File: src/rtl/mtimer_pkg.sv
package mtimer_pkg;
    localparam int REG_W  = 64;
    localparam int HALF_W = REG_W / 2;
    localparam int BE_W   = REG_W / 8;
    localparam int HBE_W  = BE_W / 2;
    localparam int NREGS  = 2;

    localparam logic [1:0] SIZE_WORD  = 2'd2;
    localparam logic [1:0] SIZE_DWORD = 2'd3;

    typedef struct packed {
        logic              ok;
        logic              sel_time;
        logic              upper;
        logic              dword;
        logic [BE_W-1:0]   be;
        logic [REG_W-1:0]  wdata;
    } dec_t;

    typedef struct packed {
        logic              valid;
        logic              err;
        logic [REG_W-1:0]  rdata;
    } rsp_t;
endpackage

File: src/rtl/mtimer_decode.sv
module mtimer_decode
    import mtimer_pkg::*;
#(
    parameter int ADDR_W   = 12,
    parameter bit ALLOW_64 = 1'b1
) (
    input  logic [ADDR_W-1:0] addr,
    input  logic [1:0]        size,
    input  logic [BE_W-1:0]   strb,
    input  logic [REG_W-1:0]  wdata,
    output dec_t              dec
);
    logic mapped;
    logic word_ok;
    logic dword_ok;

    always_comb begin
        mapped   = (addr >> 4) == '0;
        word_ok  = (size == SIZE_WORD) && (addr[1:0] == 2'b00);
        dword_ok = ALLOW_64 && (size == SIZE_DWORD) && (addr[2:0] == 3'b000);

        dec          = '0;
        dec.ok       = mapped && (word_ok || dword_ok);
        dec.sel_time = addr[3];
        dec.upper    = addr[2];
        dec.dword    = dword_ok;
        if (dword_ok) begin
            dec.be    = strb;
            dec.wdata = wdata;
        end else if (addr[2]) begin
            dec.be    = {strb[HBE_W-1:0], {HBE_W{1'b0}}};
            dec.wdata = {wdata[HALF_W-1:0], {HALF_W{1'b0}}};
        end else begin
            dec.be    = {{HBE_W{1'b0}}, strb[HBE_W-1:0]};
            dec.wdata = {{HALF_W{1'b0}}, wdata[HALF_W-1:0]};
        end
    end
endmodule

File: src/rtl/mtimer_word.sv
module mtimer_word
    import mtimer_pkg::*;
#(
    parameter logic [REG_W-1:0] RST_VAL = '0,
    parameter bit               COUNTS  = 1'b0
) (
    input  logic              clk,
    input  logic              rst_n,
    input  logic              inc,
    input  logic [BE_W-1:0]   be,
    input  logic [REG_W-1:0]  wdata,
    output logic [REG_W-1:0]  val_q
);
    logic [REG_W-1:0] val_d;

    always_comb begin
        val_d = (COUNTS && inc) ? val_q + 1'b1 : val_q;
        for (int b = 0; b < BE_W; b++) begin
            if (be[b]) val_d[b*8 +: 8] = wdata[b*8 +: 8];
        end
    end

    always_ff @(posedge clk) begin
        if (!rst_n) val_q <= RST_VAL;
        else        val_q <= val_d;
    end
endmodule

File: src/rtl/mtimer_regs.sv
module mtimer_regs
    import mtimer_pkg::*;
#(
    parameter int ADDR_W   = 12,
    parameter bit ALLOW_64 = 1'b1
) (
    input  logic              clk,
    input  logic              rst_n,
    input  logic              tick_en,
    input  logic              req_valid,
    input  logic              req_write,
    input  logic [ADDR_W-1:0] req_addr,
    input  logic [1:0]        req_size,
    input  logic [REG_W-1:0]  req_wdata,
    input  logic [BE_W-1:0]   req_strb,
    output logic              rsp_valid,
    output logic              rsp_err,
    output logic [REG_W-1:0]  rsp_rdata,
    output logic              timer_irq
);
    dec_t             dec;
    logic [REG_W-1:0] reg_q [NREGS];
    logic [REG_W-1:0] cmp_val;
    logic [REG_W-1:0] time_val;
    logic             wr_ok;
    rsp_t             rsp_d;
    rsp_t             rsp_q;

    mtimer_decode #(.ADDR_W(ADDR_W), .ALLOW_64(ALLOW_64)) u_dec (
        .addr (req_addr),
        .size (req_size),
        .strb (req_strb),
        .wdata(req_wdata),
        .dec  (dec)
    );

    assign wr_ok = req_valid && req_write && dec.ok;

    // index 0 = compare register, index 1 = time counter
    for (genvar g = 0; g < NREGS; g++) begin : g_reg
        localparam bit               IS_TIME = (g == 1);
        localparam logic [REG_W-1:0] RV      = IS_TIME ? '0 : '1;
        logic [BE_W-1:0] be_g;
        assign be_g = (wr_ok && (dec.sel_time == IS_TIME)) ? dec.be : '0;
        mtimer_word #(.RST_VAL(RV), .COUNTS(IS_TIME)) u_word (
            .clk  (clk),
            .rst_n(rst_n),
            .inc  (tick_en),
            .be   (be_g),
            .wdata(dec.wdata),
            .val_q(reg_q[g])
        );
    end

    assign cmp_val  = reg_q[0];
    assign time_val = reg_q[1];

    always_comb begin
        logic [REG_W-1:0] full;
        full        = dec.sel_time ? time_val : cmp_val;
        rsp_d       = '0;
        rsp_d.valid = req_valid;
        rsp_d.err   = req_valid && !dec.ok;
        if (req_valid && dec.ok && !req_write) begin
            if (dec.dword)      rsp_d.rdata = full;
            else if (dec.upper) rsp_d.rdata = {{HALF_W{1'b0}}, full[REG_W-1:HALF_W]};
            else                rsp_d.rdata = {{HALF_W{1'b0}}, full[HALF_W-1:0]};
        end
    end

    always_ff @(posedge clk) begin
        if (!rst_n) rsp_q <= '0;
        else        rsp_q <= rsp_d;
    end

    assign rsp_valid = rsp_q.valid;
    assign rsp_err   = rsp_q.err;
    assign rsp_rdata = rsp_q.rdata;
    assign timer_irq = time_val >= cmp_val;
endmodule

File: config.mk
export PLATFORM = sky130hd
export DESIGN_NAME = mtimer_regs
export DESIGN_NICKNAME = d
export VERILOG_FILES = /design/src/rtl/mtimer_pkg.sv /design/src/rtl/mtimer_decode.sv /design/src/rtl/mtimer_word.sv /design/src/rtl/mtimer_regs.sv
export SDC_FILE = /design/constraint.sdc
export NUM_CORES = 1
export LEC_CHECK = 0
export BUFFER_PORTS_ARGS = -buffer_cell sky130_fd_sc_hd__buf_2
export CAP_MARGIN = 20
export CORE_ASPECT_RATIO = 0.7
export CORE_UTILIZATION = 58
export CTS_CLUSTER_SIZE = 25
export DETAILED_ROUTE_END_ITERATION = 10
export PLACE_DENSITY = 0.77
export SLEW_MARGIN = 20
export SYNTH_ARGS = -nofsm -noshare
export SYNTH_HDL_FRONTEND = slang
export SYNTH_SLANG_ARGS = --single-unit
File: constraint.sdc
create_clock -name clk -period 2.9 [get_ports clk]
set_input_delay 0.58 -clock clk [delete_from_list [all_inputs] [get_ports clk]]
set_output_delay 0.58 -clock clk [all_outputs]
set_load 0.01 [all_outputs]
# After elaboration in Yosys (flattened, before gate mapping)
# Cells that the tools add are included.
# W data, S select, Z words.
[word_totals]
out_inout_bits = 67
register_bits = 194
word_cells = 65
[op_classes]
mux = 16
reduce_logical = 25
n_bitwise = 1
magnitude_cmp = 1
eq_ne = 2
add_sub_neg = 1
[op_table]
columns = ["operator", "count"]
rows = [
  ["$mux W64", 3],
  ["$mux W72", 2],
  ["$mux W8", 10],
  ["$add A64 B1 Y64 const B", 1],
  ["$ge A64 B64 Y1", 1],
  ["$mux W32", 1],
  ["$reduce_bool A2 Y1", 8],
  ["$logic_not A12 Y1", 1],
  ["$logic_and A1 B1 Y1", 10],
  ["$eq A2 B2 Y1 const B", 2],
  ["$logic_not A3 Y1", 1],
  ["$logic_not A1 Y1", 2],
  ["$logic_not A2 Y1", 1],
  ["$reduce_and A2 Y1", 1],
  ["$logic_or A1 B1 Y1", 1],
  ["$not A1 Y1", 1],
]

# Depth between registers and ports, before layout
# Gate-level depths: netlist (run 1).
[depth]
ltp_word = 8
ltp_mapped = 9
depth_no_buf = 8

# Hierarchy
# A second synthesis (run 1) with hierarchy kept.
[unflattened]
hier_cells = 1232
area_unflattened_um2 = 11153.2
[modules_own_cells]
columns = ["module", "area_each_um2", "seq_area_each_um2", "cells_per_inst", "instances"]
rows = [
  ["mtimer_regs", 4505.6, 1321.3, 463, 1],
  ["mtimer_word (g_reg[1].u_word)", 3574.7, 1281.2, 464, 1],
  ["mtimer_word (g_reg[0].u_word)", 2304.7, 1281.2, 207, 1],
  ["mtimer_decode", 768.2, 0.0, 98, 1],
]

# Worst setup path before layout (run 1)
# OpenSTA, ideal clock, no wires.
[synth_path]
path_type = "register -> output"
start = "reg g_reg[0].u_word.val_q[39]"
end = "out timer_irq"
stages_incl_launch_ff = 9
slack_ps = 516
arrival_time_ps = 1804
required_ps = 2320
path_buffers = 0
path_cell_list = "dfxtp_1 > inv_1 > ha_1 > nand4_1 > nor4_1 > nand2_1 > o211ai_1 > a21oi_1 > o31ai_1"
[synth_via]
elab_chain_len = 1
[synth_lines]
columns = ["item", "line", "source"]
rows = [
  ["start, declared", "mtimer_word.sv:12", "output logic [REG_W-1:0] val_q"],
  ["start signal, assigned", "mtimer_word.sv:25", "else val_q <= val_d;"],
  ["$ge A64 B64 Y1", "mtimer_regs.sv:79", "assign timer_irq = time_val >= cmp_val;"],
  ["end, declared", "mtimer_regs.sv:19", "output logic timer_irq"],
]
# No other way between the ends.

# Worst setup path in the final report (run 1)
[layout_path]
start = "reg g_reg[0].u_word.val_q[54]"
end = "out timer_irq"
# The elaborated chain is that of the path after synthesis.

==> results.md, run 1 <==
* Status: complete, but fails checks
* Violated checks: setup timing
* Cell area after synthesis at roughly 10,000 µm²
* Buffer and inverter count on the worst path at 2
* Fmax at 330.7 MHz
* Avg Inst Size Synth at roughly 8.4 µm²
* CTS sink count at 194
* Register area share after synthesis at 0.3744
* H-tree levels at 4
* Overall routing resource usage at 0.3823
* Initial antenna violation count at 3
* GPL Wtd Cong at about 0.95
* CTS Root Cell: clkbuf_16
* Gr ovfl total at 0
* Post-route setup slack at -124.3 ps
* Most common flop cell mapped by yosys: dfxtp_1
* Crit Path Max Fanout at 3
* Comb pwr share at 0.068
* Critical Path AT at 2440 ps
* Fraction of layout cells with a size suffix above 1 at 0.2446
* Post-Place Worst Slack at 111.3 ps
* Critical path capture point type: output port
* Post-synth cell types at 60
* Final clock skew at 9.458 ps
* Core Area at ~17,000 µm²
* DRT iter0 DRCs at 1,246
* Area of the die at around 18,000 µm²
* Crit path launch type: flop
* Power Density at 445.4 nW/µm²
* Skew-Pair Late Insertion Delay at between 400 and 500 ps
* DRC at 0
* Flop pwr share at 0.476
* Initial Utilization at 0.5990
* Leakage at 6.303 nW
* Routed WL at 34,900 µm
* Die Ht at 113.9 µm
* Post-DP HPWL at ~26,000 µm
* Drt pass-1 iters at 7
* Yosys warns at 0
* Async SR Flop Fraction at 0
* Max_slew headroom at 0.5648
* Critical path, cell by cell: inv_1 -> ha_4 -> and4_1 -> nand4_1 -> or3_1 -> o31ai_2 -> buf_2
* Worst slew pin tran at 647.9 ps
* Finished Layout Cells at 1,663
* Largest net degree at the start of global routing at 45
* Net Sw Frac at 0.2498
* Vias in the first global route at 9,549
* CTS Buffer Depth at 2
* Number of flops mapped to enable cells by yosys at 0
* Final hold viol count at 0
* DR vias at 10,450
* Syn Nets at 1,394
* Hold Crit Class: in2reg
* Post-route minimum period at 3024 ps
* RSZ-0062 raised after global routing: true
* Final setup vio count at 1
* Synthesis-to-layout area growth at 21.33%
* Internal power at 0.004205 W
* Clk pwr share at 0.456
* Clk slew on worst S/H paths at approximately 80 ps
* Antenna Violating Nets Remaining at 0
* Core Rows at 40
* Number of buffers created by CTS at 17
* Die X at 161.8 µm
* Maxcap violations at 0
* CP peak stage delay at 440 ps
* First-pass GRT wire length at 53,690 µm
* Yosys reg bits at 194
* Switching power at roughly 0.0014 W
* Worst Path Required at roughly 2300 ps
* TritonCTS clock tree: yes
* Final period util at 1.043
* Routed len/inst at 20.98 µm
* Crit Path Category: reg2out
* Vias per cell at 6.281
* Layout fillers at 1,366
* PortBufs at 157
* Hold Buf Count CTS at 0
* Top delay family on crit path: simple AND/OR/NAND/NOR gates
* Dpl cells at 1,621
* Slowest-stage cell, CP: or3_1
* Layout net count at 1,574
* Pins Over Slew Limit at 0
* Max IR drop VDD at 0.3639 mV
* I/O pins at 158
* Post-Syn Instances at about 1,200
-- placed cells by master, fill, tap and decap left out, types with 23 or more instances in the layout --
cell / n
dfxtp_1: 169
buf_2: 155
nand2_1: 147
nor2_1: 116
nand3_1: 95
a211oi_1: 91
buf_4: 77
inv_1: 67
ha_1: 55
a21oi_1: 46
o211ai_1: 34
a22oi_1: 33
mux2i_1: 33
xor2_1: 31
xnor2_1: 28
nand4_1: 26
dfxtp_2: 23
-- path summary, 6_finish.rpt --
check	from	end	slack, ps	cells past startpoint
worst max-delay path	g_reg[0].u_word.val_q[54]$_SDFFE_PN1P_	timer_irq	-120	7
worst min register to register	g_reg[0].u_word.val_q[12]$_SDFFE_PN1P_	g_reg[0].u_word.val_q[12]$_SDFFE_PN1P_	470	2
worst min-delay path	req_wdata[14]	g_reg[0].u_word.val_q[14]$_SDFFE_PN1P_	420	3
worst max register to register	g_reg[1].u_word.val_q[9]$_SDFFE_PN0P_	g_reg[1].u_word.val_q[47]$_SDFFE_PN0P_	240	6
-- power groups by stage --
stage	sequential, W	combinational, W	clock [W]
2_1_floorplan	0.00273	0.000187	0
3_3_place_gp	0.00273	0.000358	0
3_5_place_dp	0.00273	0.000361	0
4_1_cts	0.00267	0.000362	0.00255
5_1_grt	0.00267	0.000397	0.00266
6_report	0.00267	0.000380	0.00256
-- repair_timing --
action | CTS | global route
pin swaps | 28 | 1
endpoints found under the setup margin | 1 | 1
resized for setup | 51 | 3
buffers inserted | 9 | 0
-- registers in the layout, indices dropped and copies added (netlist names) --
register / count
g.u_word.val_q: 128
rsp_err: 1
rsp_rdata: 64
rsp_valid: 1
-- logic make-up (layout without fill, tap and decap cells) --
kind of cell	Yosys count	after routing	synth area share
multiplexers	33	33	0.03185
AO/OA/AOI/OAI	275	275	0.1887
other	0	1	0
buffers and inverters	146	339	0.05706
flip-flops	194	194	0.3744
XOR/XNOR	59	59	0.04982
AND/OR/NAND/NOR	466	466	0.2198
adder cells (fa/ha/maj)	65	65	0.07841
-- layout make-up --
cell class	count	area, µm²	area share
inverter	73	274.0	0.02177
clock inverter	14	188.9	0.01501
multi-input combinational	898	6077	0.4829
sequential	194	3920	0.3115
tap	231	289.0	0.02297
antenna	1	2.502	0.0001988
clock buffer	18	439.2	0.03490
timing repair buffer	234	1394	0.1108
-- layer usage --
metal	vias up	wire length (µm)	GRT usage
li1	4812	-	-
met1	4903	15100	0.5377
met2	642	13950	0.5356
met3	88	4843	0.1422
met4	0	1008	0.1214
met5	-	0	0
-- synth_stat cells (3+ instances only) --
library cell | n | share of area
or3_1 | 5 | 0.0030
clkbuf_1 | 52 | 0.019
and3_2 | 3 | 0.0022
a22o_1 | 4 | 0.0034
o21ai_0 | 15 | 0.0072
and3_1 | 7 | 0.0042
and4_1 | 11 | 0.0093
nand2_1 | 147 | 0.053
nor4_1 | 9 | 0.0054
buf_2 | 7 | 0.0034
inv_1 | 72 | 0.026
buf_6 | 3 | 0.0033
nor4_4 | 3 | 0.0062
buf_1 | 8 | 0.0029
mux2i_1 | 33 | 0.032
nor4_2 | 7 | 0.0084
nor2_1 | 116 | 0.042
a21oi_1 | 51 | 0.025
nand3_1 | 95 | 0.046
a211oi_1 | 91 | 0.066
o211a_1 | 8 | 0.0077
nor2b_1 | 3 | 0.0018
dfxtp_1 | 194 | 0.37
a22oi_1 | 33 | 0.024
and2_1 | 6 | 0.0036
ha_1 | 65 | 0.078
nor3_1 | 14 | 0.0068
xnor2_1 | 28 | 0.024
xor2_1 | 31 | 0.026
nand4_1 | 26 | 0.016
o211ai_1 | 34 | 0.025
a31o_2 | 15 | 0.013
a21o_1 | 8 | 0.0058
-- per-stage QoR --
step / setup TNS, ps / util / total power (W) / hold WS, ps / cell area (µm²)
finish: -124.3 / 0.7267 / 0.005606 / 424.4 / 12580
global route: -202.3 / 0.7266 / 0.005730 / 420.0 / 12580
CTS: -49.91 / 0.7263 / 0.005583 / 410.3 / 12580
detailed placement: 0 / 0.6747 / 0.003095 / 455.6 / 11680
global placement: 0 / 0.6747 / 0.003092 / 450.0 / 11680
floorplan: 0 / - / 0.002920 / 440.5 / 10370
-- worst reg2reg max path, stage by stage (launching register included) --
cell and delay, ps:
dfxtp_1 470, nand3_1 260, or3_1 590, or2_1 510, nor4_2 430, o311ai_0 170
a31oi_1 170
Note: power is estimated with default switching activity, not from simulation.
==> run 2, diff against run 1 <==
--- a/config.mk
+++ b/config.mk
@@ -5,7 +5,7 @@
 export SDC_FILE = /design/constraint.sdc
 export NUM_CORES = 1
 export LEC_CHECK = 0
-export BUFFER_PORTS_ARGS = -buffer_cell sky130_fd_sc_hd__buf_2
+export BUFFER_PORTS_ARGS = -buffer_cell sky130_fd_sc_hd__clkbuf_2
 export CAP_MARGIN = 20
 export CORE_ASPECT_RATIO = 0.7
 export CORE_UTILIZATION = 58
==> results.md, run 2 (synthesis results as in run 1) <==
* Violated checks: setup timing
* Fraction of layout cells with a size suffix above 1 at 0.2444 (about the same)
* Layout fillers at 1,331 (-2.6%)
* CP peak stage delay at 350 ps (-90 ps)
* TNS Setup at -176.2 ps (-51.81 ps)
* Hold Crit Class: in2reg
* Routed WL at 35,120 µm (+0.64%)
* Max_slew headroom at 0.3691 (-0.1957)
* DR vias at 10,410 (-0.31%)
* Gr ovfl total at 0 (unchanged)
* Final clock skew at 9.778 ps (+0.3191 ps)
* Top delay family on crit path: simple AND/OR/NAND/NOR gates
* Sequential cell area at 3911 µm² (-0.22%)
* Largest register FFs at 128 (unchanged)
* Core Rows at 40 (unchanged)
* Most frequent cells in the layout: dfxtp_1, clkbuf_2, nand2_1
* Hold Buf Count CTS at 0 (unchanged)
* Maxcap violations at 0 (unchanged)
* Leakage at 6.258 nW (-0.73%)
* Antenna Violating Nets Remaining at 0 (unchanged)
* Biggest register: g.u_word.val_q
* Worst slew pin tran at 946.3 ps (+298.5 ps)
* Worst Path Required at 2320 ps (about the same)
* Power Density at 439.9 nW/µm² (-1.2%)
* I/O pins at 158 (unchanged)
* Commonest non-fill, non-tap cell in the layout: dfxtp_1
* Buffer and inverter count on the worst path at 2 (unchanged)
* Largest net degree at the start of global routing at 65 (+44%)
* TritonCTS clock tree: yes
* Vias per cell at 6.258 (-0.37%)
* Post-DP HPWL at 25,990 µm (+0.29%)
* Status: complete, but fails checks
* Final period util at 1.061 (+0.01787)
* Vias in the first global route at 9,334 (-2.3%)
* Post-Place Worst Slack at 191.1 ps (+79.82 ps)
* Initial Utilization at 0.5990 (unchanged)
* Design Power at 0.005544 W (-1.1%)
* Crit Path Max Fanout at 2 (-1)
* Post-route minimum period at 3076 ps (+51.81 ps)
* Critical Path AT at 2500 ps (+60 ps)
* Crit Path Category: reg2out
* R2R setup slack at 260 ps (+20 ps)
* CTS Buffer Depth at 2 (unchanged)
* Skew-Pair Late Insertion Delay at 440 ps (about the same)
* Die Ht at 113.9 µm (unchanged)
* Critical path capture point type: output port
* CTS sink count at 194 (unchanged)
* Slowest-stage cell, CP: nor3_2
* Overall routing resource usage at 0.3824 (about the same)
* First-pass GRT wire length at 53,350 µm (-0.63%)
* DRT iter0 DRCs at 1,296 (+4.0%)
* Initial antenna violation count at 0 (-3)
* Crit path launch type: flop
* Die X at 161.8 µm (unchanged)
* Routed len/inst at 21.11 µm (+0.58%)
* GPL Wtd Cong at 0.9518 (+0.52%)
* Clk slew on worst S/H paths at 70 ps (about the same)
* RSZ-0062 raised after global routing: true
* Area of the die at 18,430 µm² (unchanged)
* Drt pass-1 iters at 6 (-1)
* PortBufs at 157 (unchanged)
* Core Area at 17,320 µm² (unchanged)
* Final hold viol count at 0 (unchanged)
* Pins Over Slew Limit at 0 (unchanged)
* Synthesis-to-layout area growth at 21.50%
* Critical path, cell by cell: inv_2 -> ha_1 -> nand4_1 -> nor3_2 -> o2111ai_1 -> nand3_1 -> a21oi_2 -> o31ai_4 -> buf_2
* Max IR drop VDD at 0.3360 mV (-7.7%)
* H-tree levels at 4 (unchanged)
* Layout net count at 1,576 (+0.13%)
* Area of the multi-input gates at 6098 µm² (+0.35%)
* DRC at 0 (unchanged)
* Post-route setup slack at -176.2 ps (-51.81 ps)
* Finished Core Util at 0.7277 (+0.001012)
* Final setup vio count at 1 (unchanged)
* Number of buffers created by CTS at 17 (unchanged)
* CTS Root Cell: clkbuf_16
* Fmax at 325.1 MHz (-1.7%)
==> run 2: cell types whose count changed in the layout (fill, tap and decap cells not counted), moves of 2 or more <==
| cell | delta |
|---|---|
| inv_2 | +3 |
| dfxtp_1 | +5 |
| buf_2 | -154 |
| clkinvlp_4 | +2 |
| clkbuf_2 | +154 |
| dfxtp_2 | -4 |
| clkbuf_1 | +2 |
| clkinv_4 | -2 |
| inv_1 | -3 |
==> run 2: metal layers <==
metal	vias to the layer above	share of wire	global-route usage
met2	617	0.41	0.5433
met3	68	0.13	0.1124
met4	0	0.024	0.1145
li1	4823	-	-
met5	-	0	0
met1	4905	0.44	0.5532
==> run 2: area by class of cell <==
type	instances	share of cell area
clock inverter	12	0.01370
timing repair buffer	236	0.1128
sequential	194	0.3104
clock buffer	19	0.03435
multi-input combinational	898	0.4839
inverter	73	0.02174
tap	231	0.02293
antenna	1	0.0001986
==> run 2: path summary, 6_finish.rpt <==
check             depth (start not counted)                              startpoint                                endpoint
setup reg to reg                          6   g_reg[1].u_word.val_q[9]$_SDFFE_PN0P_  g_reg[1].u_word.val_q[47]$_SDFFE_PN0P_
setup / recovery                          9  g_reg[0].u_word.val_q[13]$_SDFFE_PN1P_                               timer_irq
hold reg to reg                           2  g_reg[0].u_word.val_q[17]$_SDFFE_PN1P_  g_reg[0].u_word.val_q[17]$_SDFFE_PN1P_
hold / removal                            3                            req_wdata[8]   g_reg[0].u_word.val_q[8]$_SDFFE_PN1P_
==> run 2: repair_timing <==
item / 4_1_cts / 5_1_grt
pin swaps: 27 / 8
buffers inserted: 6 / 2
gates resized for setup: 45 / 11
setup endpoints to repair: 1 / 1
==> run 2: where the power goes <==
| group | total [W] | internal (W) | switching [W] |
|---|---|---|---|
| registers | 0.00267 | 0.00267 | 0.00000414 |
| logic | 0.000384 | 0.000132 | 0.000253 |
| clock network | 0.00249 | 0.00138 | 0.00111 |
==> run 2: worst register-to-register path, stage by stage, from the launching register on <==
cell and delay [ps]:
dfxtp_1 440, nand3_1 240, or3_1 570, or2_1 540, nor4_2 430, o311ai_0 160
a31oi_1 180
==> run 2: per-stage QoR <==
stage	cells	area [µm²]	hold slack, ps
4_1_cts	1661	12540	422.8
2_1_floorplan	1238	10370	440.5
3_5_place_dp	1624	11720	458.7
5_1_grt	1663	12600	448.4
6_report	1664	12600	431.7
3_3_place_gp	1624	11720	450.4
